**src/rtl/dtc_bank_timer.sv**
```systemverilog
module dtc_bank_timer #(
  parameter int CNT_W = 8
) (
  input  logic             clk,
  input  logic             rst_n,
  input  logic [CNT_W-1:0] trcd_i,
  input  logic [CNT_W-1:0] tras_i,
  input  logic [CNT_W-1:0] trc_i,
  input  logic [CNT_W-1:0] trp_i,
  input  logic             act_i,
  input  logic             pre_i,
  input  logic             prea_i,
  input  logic             rda_i,
  output logic             rcd_busy_o,
  output logic             ras_busy_o,
  output logic             rc_busy_o,
  output logic             rp_busy_o
);
  logic [CNT_W-1:0] rcd_q, ras_q, rc_q, rp_q;
  logic             ap_pend_q;
  logic             ap_fire;

  // a limit of L cycles is stored as L-1 so that zero means "allowed now"
  function automatic logic [CNT_W-1:0] lim_to_cnt(input logic [CNT_W-1:0] lim);
    return (lim == '0) ? '0 : lim - 1'b1;
  endfunction

  function automatic logic [CNT_W-1:0] tick(input logic [CNT_W-1:0] c);
    return (c == '0) ? '0 : c - 1'b1;
  endfunction

  // internal close of an auto-precharged row waits for the active time
  assign ap_fire = ap_pend_q && (ras_q == '0);

  always_ff @(posedge clk or negedge rst_n) begin
    if (!rst_n) begin
      rcd_q     <= '0;
      ras_q     <= '0;
      rc_q      <= '0;
      rp_q      <= '0;
      ap_pend_q <= 1'b0;
    end else begin
      rcd_q <= act_i ? lim_to_cnt(trcd_i) : tick(rcd_q);
      ras_q <= act_i ? lim_to_cnt(tras_i) : tick(ras_q);
      rc_q  <= act_i ? lim_to_cnt(trc_i)  : tick(rc_q);

      if (prea_i)                rp_q <= trp_i;  // one extra clock
      else if (pre_i || ap_fire) rp_q <= lim_to_cnt(trp_i);
      else                       rp_q <= tick(rp_q);

      if (act_i || pre_i || prea_i) ap_pend_q <= 1'b0;
      else if (rda_i)               ap_pend_q <= 1'b1;
      else if (ap_fire)             ap_pend_q <= 1'b0;
    end
  end

  assign rcd_busy_o = (rcd_q != '0);
  assign ras_busy_o = (ras_q != '0);
  assign rc_busy_o  = (rc_q  != '0);
  assign rp_busy_o  = (rp_q  != '0) || ap_pend_q;

  a_r4_rc_armed: assert property (@(posedge clk) disable iff (!rst_n)
    (act_i && (trc_i > CNT_W'(1))) |=> rc_busy_o);

  a_r6_pre_blocks_act: assert property (@(posedge clk) disable iff (!rst_n)
    (pre_i && (trp_i > CNT_W'(1))) |=> rp_busy_o);

  a_r8_ap_held_by_ras: assert property (@(posedge clk) disable iff (!rst_n)
    (ap_pend_q && ras_busy_o && !act_i && !pre_i && !prea_i) |=> ap_pend_q);

  a_r3_ras_never_grows: assert property (@(posedge clk) disable iff (!rst_n)
    !act_i |=> (ras_q <= $past(ras_q)));
endmodule

```
**config.mk**
```make
export PLATFORM = sky130hd
export DESIGN_NAME = dtc_bank_timer
export DESIGN_NICKNAME = d
export VERILOG_FILES = /design/src/rtl/dtc_bank_timer.sv
export SDC_FILE = /design/constraint.sdc
export NUM_CORES = 1
export LEC_CHECK = 0
export ABC_AREA = 1
export BUFFER_PORTS_ARGS = -buffer_cell sky130_fd_sc_hd__buf_4
export CORE_MARGIN = 1.5
export CORE_UTILIZATION = 32
export DETAILED_ROUTE_END_ITERATION = 6
export GPL_TIMING_DRIVEN = 1
export SETUP_SLACK_MARGIN = 0.1
export SLEW_MARGIN = 5
export SYNTH_ARGS = -nofsm -noshare
export SYNTH_HDL_FRONTEND = slang
export SYNTH_SLANG_ARGS = --single-unit
```
**constraint.sdc**
```tcl
create_clock -name clk -period 1.5 [get_ports clk]
set_input_delay 0.15 -clock clk [delete_from_list [all_inputs] [get_ports clk]]
set_output_delay 0.15 -clock clk [all_outputs]
set_load 0.02 [all_outputs]
```
Word-level counts from Yosys, hierarchy flattened
Cells that the tools add are included.
{ "word_totals": {"latch_bits": 0, "output_inout_bits": 4, "ram_bits": 0, "regBits": 33, "wordCells": 47, "inputBits": 38, "memories": 0, "mem_bits_ro": 0} }
{ "op_classes": {"multipliers": 0, "add_sub_neg": 8, "n_shift": 0, "mux": 16, "n_bitwise": 0, "reduce_logical": 18, "magnitude_cmp": 0, "eq_ne": 0, "n_div": 0} }
{ "op_table": {"columns": ["operator", "count"], "rows": [
  ["$mux 8", 13],
  ["$logic_not 8->1", 8],
  ["$sub 8x1->8 const B", 8],
  ["$reduce_bool 8->1", 4],
  ["$logic_or 1x1->1", 4],
  ["$mux 1", 3],
  ["$reduce_bool 3->1", 1],
  ["$logic_and 1x1->1", 1]
]} }

Depth between registers and ports, before layout
{ "logic_depth": {"ltp_word": 5, "ltp_mapped": 11, "ltp_nobuf": 11} }

Least setup slack after synthesis
No wires, ideal clock.
{ "synth_path": {"path_type": "flip-flop to flip-flop", "from": "reg rcd_q[0]", "to": "reg rcd_q[7]", "path_stages_with_launch": 8, "period_less_slack_ps": 1346, "setup_time_ps": 120, "arrival_ps": 1225, "path_slack_ps": 154, "cell_sequence": "dfrtp_1 > inv_1 > ha_1 > nand4_1 > nand2_2 > a21oi_1 > o21ai_1 > nand2_1"} }
{ "synth_between": {"elab_chain_cells": 3, "elab_cells_between_ends": 4, "classes_between": "1 x add/sub; 2 x mux; 1 x reduce/logical"} }
{ "synth_lines": {"columns": ["item", "line", "text"], "rows": [
  ["start: declaration", "19", "logic [CNT_W-1:0] rcd_q, ras_q, rc_q, rp_q;"],
  ["start signal: assignment", "43", "rcd_q <= act_i ? lim_to_cnt(trcd_i) : tick(rcd_q);"],
  ["$sub 8x1->8 / $logic_not 8->1 (equally long branches)", "29", "return (c == '0) ? '0 : c - 1'b1;"],
  ["$mux 8 *", "29", null],
  ["$mux 8 *", "43", null]
]} }
Every way passes the cells marked *; elsewhere a longest branch is shown, timed or not.
A chain may end at the register's enable or synchronous reset.

Final worst setup path
{ "layout_path": {"from": "reg rc_q[4]", "to": "out rc_busy_o"} }
{ "layout_between": {"elab_chain_cells": 1} }
{ "layout_lines": {"columns": ["item", "line", "text"], "rows": [
  ["start: declaration", "19", null],
  ["start signal: assignment", "45", "rc_q <= act_i ? lim_to_cnt(trc_i) : tick(rc_q);"],
  ["$reduce_bool 8->1", "59", "assign rc_busy_o = (rc_q != '0);"],
  ["end: declaration", "16", "output logic rc_busy_o,"]
]} }
No other way between the ends.

==> results.tsv <==
metric	value	unit
dominant cell type by area after synthesis	dfrtp_1	
Congestion Overflow GR	0	
Power Density	821.8	nW/µm²
Final HPWL DP	4388	µm
fin crit share	98.15	%
CP cell instances	or2_1 -> nor2_2 -> nand3_2 -> buf_6	
Syn-to-layout area delta	33.71	%
core box area	7848	µm²
IO buf count	41	
share of layout cells above drive strength 1	30.16	%
CP startpoint	rc_q[4]$_DFF_PN0_	
Antenna Cells	0	
Final Core Density	44.71	%
hold_ws	0.06872	ns
slowest stage delay, CP	0.38	ns
Ys Warns	0	
Inst Count DP	498	
clk_lat worst skew	0.29	ns
die height	93.55	µm
worst vdd ir	342.4	µV
gr usage total	14.44	%
CTS Buffer Depth	2	
Die W	93.55	µm
initial antenna violation count	0	
sequential area share after synthesis	31.47	%
DRC violations left	0	
CTS Root Cell	clkbuf_8	
arrival time at the worst endpoint	1.32	ns
status	finished clean	
post-DR wirelength/cell	11.22	µm
# setup viols final	0	
via count	2400	
Worst Hold Class	input pin to flip-flop	
CP endpoint kind	output pin	
critical path's slowest cell	dfrtp_1	
#FFs+latches synth	33	
ranking of synthesized cells by area	dfrtp_1 (31%), nand2_1 (12%), xor2_1 (10%), ha_1 (7.6%), inv_1 (7.3%)	
Tmin final	1.472	ns
clock slew at reported path FFs	0.07	ns
worst slew pin tran	0.4296	ns
first-pass GRT wire length	10110	µm
depth of the CTS H-tree	2	
fin. max-slew vios	0	
Primary FF master, synth	dfrtp_1	
GPL Wtd Cong	0.8130	
DR iter-0 viols	27	
Initial Util	33.43	%
highest net fanout along the worst path	2	
Worst Hold Launch	trc_i[0]	
Post-Route WL	5982	µm
Final Hold Fails	0	
syn_nets	409	
FP Rows	32	
Antenna Nets Post-Route	0	
fin nets	486	
Vias/cell	4.503	
Post-Syn Area	2624	µm²
largest net degree at the start of global routing	34	
die area	8752	µm²
# Max-Cap Violations	0	
I/O Pins	42	
Detailed Routing Iterations Pass 1	4	
Syn Area/Cell	7.391	µm²
Yosys cell types	31	
Lkg Pwr	1.736	nW
CP Launch Type	flip-flop	
vias in the first global route	2381	
slew margin rel.	71.36	%
Yosys top cell area share	31.47	%
number of enable flip-flop cells after synthesis	0	
Num CTS Buffers	5	
CP Class	flip-flop to output pin	
Clock Sinks	33	
CP required	1.35	ns
RSZ-0062 raised after global routing	true	
worst flop-to-flop path startpoint	rp_q[0]$_DFF_PN0_	
Final Skew	0.007007	ns
CTS tree	yes	
fmax	679.2	MHz
Synth async-reset ratio	100.0	%
Gate Count Post-Synth	355	
post-route insts no fill	533	
routing by layer:
layer	track usage (%)	wire length, µm	up-vias	part of all wire [%]
met4	4.478	84	0	1.4
met5	0	0	-	0
met3	2.520	153	7	2.6
li1	-	-	1274	-
met2	25.36	2966	36	50
met1	17.88	2777	1083	46
registers in the layout (all words and copies together) (netlist names):
register and flops:
ap_pend_q 1, ras_q 8, rcd_q 8, rp_q 8, rc_q 8
power breakdown:
group	leakage (nW)	switching, W	internal, W
Sequential	0.401	0.0000994	0.00102
Clock	0.0399	0.000313	0.000305
Combinational	1.30	0.000603	0.000541
Total	1.74	0.00102	0.00187
final timing paths:
| path | endpoint | slack [ns] | cells after the start |
|---|---|---|---|
| setup / recovery | rc_busy_o | 0.03 | 4 |
| hold / removal | rc_q[0]$_DFF_PN0_ | 0.07 | 2 |
| setup reg to reg | rp_q[4]$_DFF_PN0_ | 0.11 | 11 |
| hold reg to reg | rc_q[0]$_DFF_PN0_ | 0.47 | 1 |
| max in group asynchronous | ap_pend_q$_DFFE_PN0P_ | 0.85 | 2 |
| min in group asynchronous | rp_q[5]$_DFF_PN0_ | 0.35 | 2 |
cells in the final DEF, fill, tap and decap left out, types with 2 or more instances in the layout:
cell type,count
nand2_1,80
buf_4,65
inv_1,44
dfrtp_1,33
xor2_1,30
nand3_1,26
nor2_1,25
inv_2,16
o22ai_1,12
ha_1,12
o21ai_1,11
xnor2_1,10
nand4_1,7
nor2_2,6
nor2_4,5
nand2_2,5
clkbuf_8,5
buf_6,5
nand2_4,4
ha_4,4
nor3_1,3
a21oi_1,3
nand3_2,2
o21ai_2,2
nor3_2,2
nand3_4,2
cells by family after synthesis:
family / share of synthesized area, %
simple gates: 30.85
buf+inv: 9.013
xor+xnor: 13.35
compound gates: 7.678
flops: 31.47
fa+ha+maj: 7.630
critical path: cells and delay by family (launching register included):
family                 cells  cell delay, ns
buffers and inverters      1            0.15
and+or+nand+nor            3            0.50
DFF                        1            0.38
synthesized netlist by cell type (2+ instances only):
| library cell | instances |
|---|---|
| nand4_1 | 7 |
| nand3_1 | 28 |
| nand2_1 | 84 |
| o22ai_1 | 12 |
| nor2_2 | 3 |
| nor2_4 | 3 |
| xnor2_1 | 10 |
| nand2_2 | 3 |
| nand2_4 | 3 |
| nor2_1 | 30 |
| xor2_1 | 30 |
| dfrtp_1 | 33 |
| a21oi_1 | 4 |
| ha_1 | 16 |
| o21ai_2 | 2 |
| nor3_1 | 4 |
| inv_1 | 51 |
| o21ai_1 | 11 |
| inv_2 | 9 |
cell type report:
type                    count  area [µm²]
clock buffers               5       68.82
clock inverters             1       5.005
fillers                   834        4339
inverters                  61       229.0
multi-input cells         260        1698
flip-flops and latches     33       825.8
well taps                 102       127.6
repair buffers             71       554.3
per-stage QoR:
step | cell area [µm²] | total power, W | setup slack, ns | TNS, ns
detailed placement | 3059 | 0.002005 | 0.04600 | 0
floorplan | 2624 | 0.001752 | 0.1541 | 0
global route | 3508 | 0.003096 | -0.03757 | -0.06400
finish | 3508 | 0.002883 | 0.02769 | 0
CTS | 3311 | 0.002758 | -0.0009722 | -0.0009722
global placement | 3059 | 0.001992 | 0.09633 | 0
timing repair:
action | CTS | global route
setup endpoints to repair | 12 | 27
gates resized for setup | 19 | 21
hold buffers | 1 | 0
pin swaps | 10 | 22
setup buffers | 12 | 16
endpoints found under the hold margin | 33 | 0
No activity file was read; power rests on OpenSTA's default activity.
